**src/rtl/tpf_pkg.sv**
```systemverilog
`timescale 1ns/1ps
package tpf_pkg;
  typedef enum logic [1:0] {
    TAG_NONE  = 2'd0,
    TAG_ABORT = 2'd1,
    TAG_IRQ   = 2'd2,
    TAG_FIQ   = 2'd3
  } tag_e;

  typedef enum logic [1:0] {
    SQ_FILL0 = 2'd0,
    SQ_FILL1 = 2'd1,
    SQ_RUN   = 2'd2
  } seq_e;
endpackage

```
**src/rtl/tpf_prio.sv**
```systemverilog
`timescale 1ns/1ps
// Fast request outranks normal; each gated by its disable flag.
module tpf_prio
  import tpf_pkg::*;
(
  input  logic fiq_req,
  input  logic fiq_dis,
  input  logic irq_req,
  input  logic irq_dis,
  output logic take,
  output tag_e take_tag
);
  logic fiq_ok, irq_ok;
  always_comb begin
    fiq_ok   = fiq_req && !fiq_dis;
    irq_ok   = irq_req && !irq_dis;
    take     = fiq_ok || irq_ok;
    take_tag = fiq_ok ? TAG_FIQ : TAG_IRQ;
  end
endmodule

```
**src/rtl/tpf_slots.sv**
```systemverilog
`timescale 1ns/1ps
// Two tagged slots with a toggling head index.
module tpf_slots
  import tpf_pkg::*;
#(
  parameter int          W      = 32,
  parameter logic [31:0] SWI_OP = 32'hEF00_0000
) (
  input  logic         clk,
  input  logic         rst_n,
  input  logic         xchg_en,
  input  logic [W-1:0] xchg_word,
  input  tag_e         xchg_tag,
  input  logic         inj_en,
  input  tag_e         inj_tag,
  output logic [W-1:0] head_op,
  output tag_e         head_tag
);
  localparam int NSLOT = 2;

  logic [W-1:0] op_q  [NSLOT];
  tag_e         tag_q [NSLOT];
  logic         head_q;

  for (genvar g = 0; g < NSLOT; g++) begin : g_slot
    always_ff @(posedge clk) begin
      if (!rst_n) begin
        op_q[g]  <= '0;
        tag_q[g] <= TAG_NONE;
      end else if (inj_en && (head_q == 1'(g))) begin
        op_q[g]  <= SWI_OP[W-1:0];
        tag_q[g] <= inj_tag;
      end else if (xchg_en && (head_q == 1'(g))) begin
        op_q[g]  <= xchg_word;
        tag_q[g] <= xchg_tag;
      end
    end
  end

  always_ff @(posedge clk) begin
    if (!rst_n)                 head_q <= 1'b0;
    else if (xchg_en && !inj_en) head_q <= ~head_q;
  end

  assign head_op  = op_q[head_q];
  assign head_tag = tag_q[head_q];
endmodule

```
**src/rtl/tpf_seq.sv**
```systemverilog
`timescale 1ns/1ps
// Refill sequencer and fetch address generation.
module tpf_seq
  import tpf_pkg::*;
#(
  parameter int          AW       = 32,
  parameter logic [31:0] RESET_PC = 32'h0
) (
  input  logic          clk,
  input  logic          rst_n,
  input  logic          refill,
  input  logic          xchg,
  input  logic [AW-1:0] cur_pc,
  output logic          running,
  output logic [AW-1:0] fetch_addr
);
  localparam logic [AW-1:0] STEP = AW'(4);

  seq_e          st_q;
  logic [AW-1:0] base_q;

  always_ff @(posedge clk) begin
    if (!rst_n) begin
      st_q   <= SQ_FILL0;
      base_q <= RESET_PC[AW-1:0];
    end else if (refill) begin
      st_q   <= SQ_FILL0;
      base_q <= cur_pc;
    end else if (xchg) begin
      case (st_q)
        SQ_FILL0: st_q <= SQ_FILL1;
        SQ_FILL1: st_q <= SQ_RUN;
        default:  st_q <= SQ_RUN;
      endcase
    end
  end

  always_comb begin
    running = (st_q == SQ_RUN);
    case (st_q)
      SQ_FILL0: fetch_addr = base_q;
      SQ_FILL1: fetch_addr = base_q + STEP;
      default:  fetch_addr = cur_pc + (STEP << 1);
    endcase
  end
endmodule

```
**src/rtl/tagged_prefetch.sv**
```systemverilog
`timescale 1ns/1ps
module tagged_prefetch
  import tpf_pkg::*;
#(
  parameter int          W        = 32,
  parameter logic [31:0] RESET_PC = 32'h0,
  parameter logic [31:0] SWI_OP   = 32'hEF00_0000
) (
  input  logic         clk,
  input  logic         rst_n,
  input  logic [W-1:0] cur_pc,
  input  logic         redirect,
  input  logic         fiq_req,
  input  logic         fiq_dis,
  input  logic         irq_req,
  input  logic         irq_dis,
  output logic [W-1:0] fetch_addr,
  input  logic         in_valid,
  output logic         in_ready,
  input  logic [W-1:0] in_word,
  input  logic         in_err,
  output logic         out_valid,
  input  logic         out_ready,
  output logic [W-1:0] out_opcode,
  output logic [1:0]   out_tag,
  output logic         out_rewind
);
  logic running, acc, head_int, redir_take, inject, xchg;
  tag_e acc_tag, head_tag, wr_tag;

  tpf_prio u_prio (
    .fiq_req (fiq_req), .fiq_dis (fiq_dis),
    .irq_req (irq_req), .irq_dis (irq_dis),
    .take    (acc),     .take_tag(acc_tag)
  );

  always_comb begin
    head_int   = (head_tag == TAG_IRQ) || (head_tag == TAG_FIQ);
    redir_take = redirect && !head_int;
    inject     = running && acc && !head_int && !redir_take;
    in_ready   = !redir_take && !inject && (!running || out_ready);
    out_valid  = running && in_valid && !redir_take && !inject;
    xchg       = in_valid && in_ready;
    wr_tag     = in_err ? TAG_ABORT : TAG_NONE;
  end

  tpf_slots #(.W(W), .SWI_OP(SWI_OP)) u_slots (
    .clk      (clk),      .rst_n    (rst_n),
    .xchg_en  (xchg),     .xchg_word(in_word), .xchg_tag(wr_tag),
    .inj_en   (inject),   .inj_tag  (acc_tag),
    .head_op  (out_opcode), .head_tag(head_tag)
  );

  tpf_seq #(.AW(W), .RESET_PC(RESET_PC)) u_seq (
    .clk    (clk),     .rst_n     (rst_n),
    .refill (redir_take), .xchg   (xchg),
    .cur_pc (cur_pc),  .running   (running),
    .fetch_addr(fetch_addr)
  );

  assign out_tag    = head_tag;
  assign out_rewind = head_int;
endmodule

```
**config.mk**
```make
export PLATFORM = sky130hd
export DESIGN_NAME = tagged_prefetch
export DESIGN_NICKNAME = d
export VERILOG_FILES = /design/src/rtl/tpf_pkg.sv /design/src/rtl/tpf_prio.sv /design/src/rtl/tpf_slots.sv /design/src/rtl/tpf_seq.sv /design/src/rtl/tagged_prefetch.sv
export SDC_FILE = /design/constraint.sdc
export NUM_CORES = 1
export LEC_CHECK = 0
export BUFFER_PORTS_ARGS = -buffer_cell sky130_fd_sc_hd__buf_2
export CAP_MARGIN = 20
export CORE_ASPECT_RATIO = 0.9
export CORE_MARGIN = 2
export CORE_UTILIZATION = 58
export DETAILED_ROUTE_END_ITERATION = 8
export PLACE_DENSITY = 0.86
export SYNTH_ARGS = -nofsm -noshare
export SYNTH_HDL_FRONTEND = slang
export SYNTH_SLANG_ARGS = --single-unit
```
**constraint.sdc**
```tcl
create_clock -name clk -period 4.6 [get_ports clk]
set_input_delay 0.69 -clock clk [delete_from_list [all_inputs] [get_ports clk]]
set_output_delay 0.69 -clock clk [all_outputs]
set_load 0.1 [all_outputs]
```
======== After elaboration in Yosys (flattened, before gate mapping) ========
Memory sizes are Yosys's and may differ from the RTL's. A register that Yosys moved wholly into a read port is not among the register bits.
Cells that the tools add are included.
Widths: inputs -> output; s select.
storage, ports and cells
  RAM bits ................................ 68
  input port bits ......................... 74
  memories ................................ 2
  output and inout port bits .............. 69
  flip-flop bits (word level) ............. 35
memories
  memory         words  bits a word  rd ports  clocked after Yosys merged registers in  wr ports  RTL line         source
  u_slots.op_q   2      32           1         1                                        2         tpf_slots.sv:21  logic [W-1:0] op_q [NSLOT];
  u_slots.tag_q  2      2            1         1                                        2         tpf_slots.sv:22  tag_e tag_q [NSLOT];
cells by class
  multiplexer cells ....................... 31
  add/sub/neg operators ................... 2
  eq/ne operators ......................... 4
  bitwise operators ....................... 10
  reduce and logical (&&, ||, !) cells .... 28
operators with widths
  cell                   number
  $mux 32                4
  $pmux 32 s2            1
  $add 32x3->32 const B  1
  $add 32x4->32 const B  1
  $mux 1                 21
  $logic_and 1x1->1      17
  $mux 2                 5
  $or 1x1->1             8
  $eq 2x2->1 const B     3
  $logic_not 1->1        6
  $logic_or 1x1->1       3
  $eq 2x1->1 const B     1
  $logic_not 2->1        1
  $not 1->1              2
  $reduce_or 2->1        1

======== Longest topological paths before layout ========
Gate-level depths: netlist of the first run.
  depth after elaboration ................. 16
  gate-level depth with buffers ........... 7
  gate-level depth less buffers ........... 6

======== Cells and area by module ========
Synthesis of the first run repeated with hierarchy kept, for this count alone.
unflattened totals
  cells, all modules ...................... 558
  area, all modules ....................... 5965.7 µm²
by module, submodules not included
  module           cells each  sequential area each (µm²)  instances  area an instance (µm²)
  tpf_slots        210         2082.0                      1          3085.5
  tpf_seq          330         680.7                       1          2761.4
  tagged_prefetch  12          0.0                         1          75.1
  tpf_prio         6           0.0                         1          43.8

======== Worst setup path after synthesis of the first run ========
Ideal clock, no wire load.
  kind .................................... input-to-output
  from .................................... input fiq_req
  to ...................................... output out_valid
  path slack .............................. 391 ps
  stages .................................. 4
  arrival time ............................ 3519 ps
  required time ........................... 3910 ps
  cells stage by stage .................... nor2b_1 -> o21ba_2 -> o21a_2 -> nor3b_1
on the way
  cells in the longest elaborated chain, start to end .. 7
ends and longest elaborated chain
  what                             RTL line               source
  from (decl)                      tagged_prefetch.sv:13  input logic fiq_req,
  $logic_and 1x1->1                tpf_prio.sv:15         fiq_ok = fiq_req && !fiq_dis;
  $logic_or 1x1->1                 tpf_prio.sv:17         take = fiq_ok || irq_ok;
  $logic_and 1x1->1 (3 in series)  tagged_prefetch.sv:40  inject = running && acc && !head_int && !redir_take;
  $logic_not 1->1                  tagged_prefetch.sv:42  out_valid = running && in_valid && !redir_take && !inject;
  $logic_and 1x1->1                tagged_prefetch.sv:42
  to (decl)                        tagged_prefetch.sv:22  output logic out_valid,
Every way passes these cells.

======== Worst setup path in the final report of the first run ========
  from .................................... input cur_pc[3]
  to ...................................... output fetch_addr[17]
on the way
  cells in the longest elaborated chain, start to end .. 2
ends and longest elaborated chain
  what           RTL line               source
  from (decl)    tagged_prefetch.sv:11  input logic [W-1:0] cur_pc,
  $add 32x4->32  tpf_seq.sv:43          default: fetch_addr = cur_pc + (STEP << 1);
  $pmux 32 s2    tpf_seq.sv:40          case (st_q)
  to (decl)      tagged_prefetch.sv:17  output logic [W-1:0] fetch_addr,
Every way passes these cells.

==> flow_metrics.tcl, run 1 <==
set metrics [dict create \
    synth_area_sq_um 5750 \
    numCtsBuffers 9 \
    synth_compound_gate_area_share_pct 7.22 \
    synthMuxAreaShare_pct 10.7 \
    critical-path-max-stage-delay_ps 580 \
    required_ps 3910 \
    swShare_pct 41.1 \
    cts_setup_buffers 0 \
    crit_path_cell_trace "buf_2 > ha_1 > nand3_1 > nor3_1 > nand2_1 > xor2_1 > mux2i_1 > buf_2" \
    critPathKind "input port to output pin" \
    drt_iter0_markers 415 \
    htreeDepth 3 \
    wire_per_inst_microns 16.7 \
    start_util_pct 59.6 \
    reg2reg_setup_slack_ps 1460 \
    final_nets 773 \
    final.min_clock_period_ps 3370 \
    internal_power_uw 1440 \
    avgSynthCellArea_sq_um 10.2 \
    finClkSkew_ps 16.1 \
    clk_pin_slew_worst_paths_ps 110 \
    grt_max_degree 45 \
    reg2reg_to "u_slots.op_q[1][20]$_SDFFCE_PN0P_" \
    vdd.ir_drop.worst_uv 179 \
    worstSkewPairLatency_ps 370 \
    ys_types 48 \
    postCtsHoldBufs 0 \
    diodes 0 \
    final_common_cell "buf_2" \
    slew_headroom_pct 54.3 \
    final_max_slew_viol_count 0 \
    fin_util_pct 70.2 \
    wl_microns 13800 \
    drtAntennaViolNets 0 \
    cp.arrival_ps 2680 \
    worstHoldStart "u_seq.base_q[1]$_SDFFE_PN0P_" \
    vias 4725 \
    hold_viol 0 \
    hold_path_class "flip-flop to flip-flop" \
    worstPathMaxFanout 5 \
    grt_first_pass_wirelength_microns 22000 \
    p_clk_share_pct 23.7 \
    num_io_pins 143 \
    clock_path_buffers 2 \
    drv_cap 0 \
    synth-simple-area-share_pct 22.6 \
    status "completed" \
    yosysWarningCount 0 \
    synth_edf_count 68 \
    yosys.area_share.adder_pct 0.435 \
    drive_gt1_share_pct 30.8 \
    power_frac_comb_pct 31.4 \
    dominantRegCellSynth "edfxtp_1" \
    cts.sinks 104 \
    cts_resized 0 \
    p_per_area_nw_per_um2 360 \
    routed_via_density 5.71 \
    holdPathEnd "u_seq.base_q[1]$_SDFFE_PN0P_" \
    synth_top_family_by_area "simple AND/OR/NAND/NOR gates" \
    overflow 0 \
    rsz0062_at_grt "no" \
    cp_slowest_cell "nor3_1" \
    dr.pass1.iters 5 \
    die_area_sq_um 10700 \
    tightest_slew_ps 681 \
    root_buffer "clkbuf_8" \
    antenna_found_initial 0 \
    start_kind "input port" \
    leakagePower_uw 0.00284 \
    tns_ps 0 \
    crit_path_end_kind "output pin" \
    setup_viol 0 \
    routabilityCongestion 0.861 \
    final_cell_mix "buf_2 (142), nand2_1 (96), edfxtp_1 (68)" \
    fin_crit_sh_pct 73.3 \
    syn_inst 564 \
    io_buffers 142 \
    area_delta_synth_final_pct 17.8 \
    syn_nets 640 \
    grt_util_all_layers_pct 26.1 \
    worst_path_most_repeated_cell "buf_2" \
    grt_pass1_vias 4579 \
    rows 34 \
    worst-r2r-cell-count 6 \
    fmax_mhz 296 \
    drc 0 \
    hold_depth 2 \
    ys_async_sr_fraction_pct 0 \
    cts_tree "yes" \
    power_frac_seq_pct 44.8 \
    synth-seq-area-share_pct 48.0 \
    synthXorXnorAreaFrac_pct 8.22 \
    core_area_sq_um 9660 \
    die_y_microns 98.5 \
    fillers 745 \
    dpl.hpwl_microns 9650 \
    die_w_microns 109 \
    ys_seq_elements 104 \
    switchingPower_uw 1000 \
]
## critical path, delay by kind of cell
family	cells	cell delay, ps
AND/OR/NAND/NOR	3	880
buffers and inverters	2	580
adder cells (fa/ha/maj)	1	200
XOR/XNOR	1	180
multiplexers	1	150
## power by group through the flow
stage	combinational (uW)	sequential [uW]	clock, uW
after CTS	762	1090	584
final	767	1090	579
after global placement	750	1110	0
after global routing	801	1100	611
after floorplan	625	1100	0
after detailed placement	759	1110	0
## final cells by class
cell class                      instances  area [sq um]  area share [%]
Multi-Input combinational cell        426          2830            41.8
Sequential cell                       104          2760            40.8
Timing Repair Buffer                  151           806            11.9
Tap cell                              126           158            2.33
Clock buffer                            9           124            1.83
Clock inverter                          7          73.8            1.09
Inverter                                5          18.8           0.277
## state kept, by name, summed over array words and instances (netlist names), named ones only
name            cells
u_seq.base_q       32
u_slots.tag_q       4
u_seq.st_q          2
u_slots.head_q      1
u_slots.op_q       64
## cell families (layout without fill, tap and decap cells)
logic type               after synthesis  count (layout)
AO/OA/AOI/OAI                         70              70
XOR/XNOR                              54              54
adder cells (fa/ha/maj)                2               2
buffers and inverters                 34             172
flip-flops                           104             104
multiplexers                          57              57
AND/OR/NAND/NOR                      243             243
## per-layer routing
layer	wire length [microns]	global-route usage [%]
met4	333	9.47
met2	6670	43.0
met5	0	0
met3	1180	4.10
met1	5650	34.9
## stage by stage
step / cell area (sq um) / total power [uW] / hold slack (ps) / std cells / setup WS, ps
after global placement: 6540 / 1860 / 442 / 810 / 1290
after global routing: 6780 / 2510 / 512 / 828 / 1060
after CTS: 6740 / 2440 / 472 / 826 / 1240
after detailed placement: 6540 / 1870 / 457 / 810 / 1270
final: 6780 / 2440 / 470 / 828 / 1230
after floorplan: 5750 / 1730 / 434 / 564 / 391
## cells in the mapped netlist, types with 2 or more instances
cell type / n / area share, %
buf_2: 9 / 0.78
nor3_4: 2 / 0.57
nor2b_1: 3 / 0.33
nand3_1: 19 / 1.7
nand4_1: 12 / 1.3
o21ai_0: 7 / 0.61
xnor2_1: 27 / 4.1
a21o_1: 14 / 1.8
clkbuf_1: 8 / 0.52
nor3_2: 2 / 0.35
buf_1: 6 / 0.39
and3_1: 11 / 1.2
mux2i_1: 21 / 3.7
clkbuf_2: 4 / 0.35
ha_1: 2 / 0.43
nor2_1: 16 / 1.0
inv_1: 4 / 0.26
a21oi_1: 39 / 3.4
and4_1: 6 / 0.91
mux2_2: 35 / 6.9
nor4_1: 6 / 0.65
nand2_1: 96 / 6.3
nor3_1: 10 / 0.87
a22o_1: 2 / 0.30
or3_1: 2 / 0.22
xor2_1: 27 / 4.1
edfxtp_1: 68 / 36
dfxtp_1: 36 / 13
and2_1: 51 / 5.5
## worst max-delay path by stage
stage	to	cells after the start	from
after floorplan	out_valid	4	fiq_req
after global placement	fetch_addr[21]	8	cur_pc[3]
after detailed placement	fetch_addr[17]	8	cur_pc[3]
after CTS	fetch_addr[17]	8	cur_pc[3]
after global routing	fetch_addr[21]	8	cur_pc[3]
final	fetch_addr[17]	8	cur_pc[3]
No activity file was read; power rests on OpenSTA's default activity.
==> run 2, diff against run 1 <==
Settings changed: CORE_UTILIZATION 58 to 49, PLACE_DENSITY 0.86 to 0.77.
Clock period 4.6 ns to 2.8 ns, I/O delays scaled along.
==> run 2 against run 1 <==
- first-iteration DRC count shrank 13%
- die area grew 18%
- wire length grew 3.8%
- final cell count grew 4.5%
- count of clock-buffer cells in the layout grew 1
- core utilization shrank 0.80 points
- total power grew 92%
- via count grew 0.28%
- non-clock buffer count grew 7
- critical path depth shrank 2
==> flow_metrics.tcl, run 2 (synthesized netlist as in run 1, its figures left out) <==
set metrics [dict create \
    status "completed" \
    grt_first_pass_wirelength_microns 23000 \
    start_kind "flip-flop" \
    diodes 0 \
    tns_ps 0 \
    final_common_cell "nand2_1" \
    dr.pass1.iters 7 \
    crit_path_end_kind "output pin" \
    tightest_slew_ps 732 \
    die_area_sq_um 12600 \
    final_nets 780 \
    grt_util_all_layers_pct 22.6 \
    final_cell_mix "nand2_1 (96), buf_2 (88), edfxtp_1 (68)" \
    setup_viol 0 \
    cp.arrival_ps 2260 \
    io_buffers 142 \
    root_buffer "clkbuf_16" \
    drc 0 \
    power_frac_seq_pct 38.2 \
    place_ws_ps 267 \
    antenna_found_initial 0 \
    final_max_slew_viol_count 0 \
    wire_per_inst_microns 16.6 \
    cp-startpoint "u_seq.base_q[2]$_SDFFE_PN0P_" \
    clock_path_buffers 2 \
    power_frac_comb_pct 33.4 \
    dp_cells 848 \
    crit_path_cell_trace "ha_1 > nand3_1 > nor2_1 > xnor2_1 > mux2i_2 > buf_2" \
    fmax_mhz 372 \
    critical-path-max-stage-delay_ps 440 \
    rows 37 \
    p_total_uw 4700 \
    fin_crit_sh_pct 95.9 \
    hold_viol 0 \
    vdd.ir_drop.worst_uv 377 \
    core_area_sq_um 11400 \
    worstHoldStart "cur_pc[0]" \
    grt_max_degree 45 \
    routabilityCongestion 0.905 \
    vias 4738 \
    drt_iter0_markers 360 \
    drv_cap 0 \
    required_ps 2380 \
    num_io_pins 143 \
    postLayoutSetupSlackWorst_ps 115 \
    drive_gt1_share_pct 35.3 \
    worstSkewPairLatency_ps 340 \
    instances_no_fill 865 \
    overflow 0 \
    leakagePower_uw 0.00319 \
    dpl.hpwl_microns 10300 \
    critPathKind "flip-flop to output pin" \
    start_util_pct 50.3 \
    dpl_cell_area_sq_um 7570 \
    drtAntennaViolNets 0 \
    die_y_microns 107 \
    internal_power_uw 3040 \
    rsz0062_at_grt "yes" \
    htreeDepth 3 \
    fin_area_sq_um 7930 \
    cts_tree "yes" \
    cp_slowest_cell "buf_2" \
    finClkSkew_ps 7.72 \
    die_w_microns 118 \
    largest_register_ff_count 64 \
    clk_pin_slew_worst_paths_ps 70 \
    p_clk_share_pct 28.4 \
    largest_register "u_slots.op_q" \
    routed_via_density 5.48 \
    crit_buf_inv 1 \
    wl_microns 14400 \
    area_delta_synth_final_pct 37.9 \
    hold_path_class "input port to flip-flop" \
    slew_headroom_pct 50.9 \
    worstPathMaxFanout 8 \
    switchingPower_uw 1660 \
    p_per_area_nw_per_um2 592 \
    grt_pass1_vias 4686 \
    top_regs "u_slots.op_q: 64 flops, u_seq.base_q: 32 flops, u_slots.tag_q: 4 flops" \
    final.min_clock_period_ps 2680 \
    numCtsBuffers 9 \
    swShare_pct 35.3 \
    r2r_start "u_seq.st_q[0]$_SDFFE_PP0P_" \
    cts.sinks 104 \
    crit_family "simple AND/OR/NAND/NOR gates" \
]
[run 2: cell count changes in the layout (fill, tap and decap cells not counted), sizes merged]
cell,before,now
buf,151,157
inv,11,6
bufinv,0,2
clkbuf,9,11
clkinvlp,0,2
[run 2: cell type report]
cell class | instances | area (sq um)
fillers | 841 | 3500
clock buffers | 10 | 229
repair buffers | 158 | 1650
inverters | 5 | 18.8
well taps | 156 | 195
multi-input cells | 426 | 2980
flip-flops and latches | 104 | 2760
clock inverters | 6 | 90.1
[run 2: routing by layer]
| layer | wire length, microns | track usage [%] |
|---|---|---|
| met5 | 0 | 0 |
| met4 | 227 | 6.88 |
| met3 | 873 | 4.57 |
| met2 | 7390 | 38.8 |
| met1 | 5860 | 29.1 |
[run 2: timing repair]
item,in CTS,in global routing
pin swaps,0,1
buffers inserted,0,1
setup endpoints to repair,1,14
hold buffers,0,0
gates resized for setup,1,5
[run 2: path summary, 6_finish.rpt]
check / to / slack, ps / cells past startpoint
worst max-delay path: fetch_addr[16] / 120 / 6
worst min-delay path: u_seq.base_q[0]$_SDFFE_PN0P_ / 350 / 3
worst max register to register: u_slots.op_q[1][0]$_SDFFCE_PN0P_ / 600 / 6
worst min register to register: u_seq.base_q[31]$_SDFFE_PN0P_ / 480 / 2
[run 2: power groups by stage]
stage	Combinational [uW]	Sequential, uW	Clock, uW
2_1_floorplan	1050	1810	0
3_3_place_gp	1550	1820	0
3_5_place_dp	1570	1830	0
4_1_cts	1580	1790	1360
5_1_grt	1630	1800	1420
6_report	1570	1790	1330
[run 2: worst reg2reg max path: cells and delay by family, from the launching register on]
kind | cells | cell delay (ps)
flops | 1 | 430
compound gates | 2 | 440
buf+inv | 1 | 410
simple gates | 3 | 550
[run 2: metrics by stage]
step,hold WS (ps),util (%)
5_1_grt,338,69.4
4_1_cts,330,69.0
3_5_place_dp,471,66.2
6_report,346,69.4
2_1_floorplan,434,-
3_3_place_gp,443,66.2
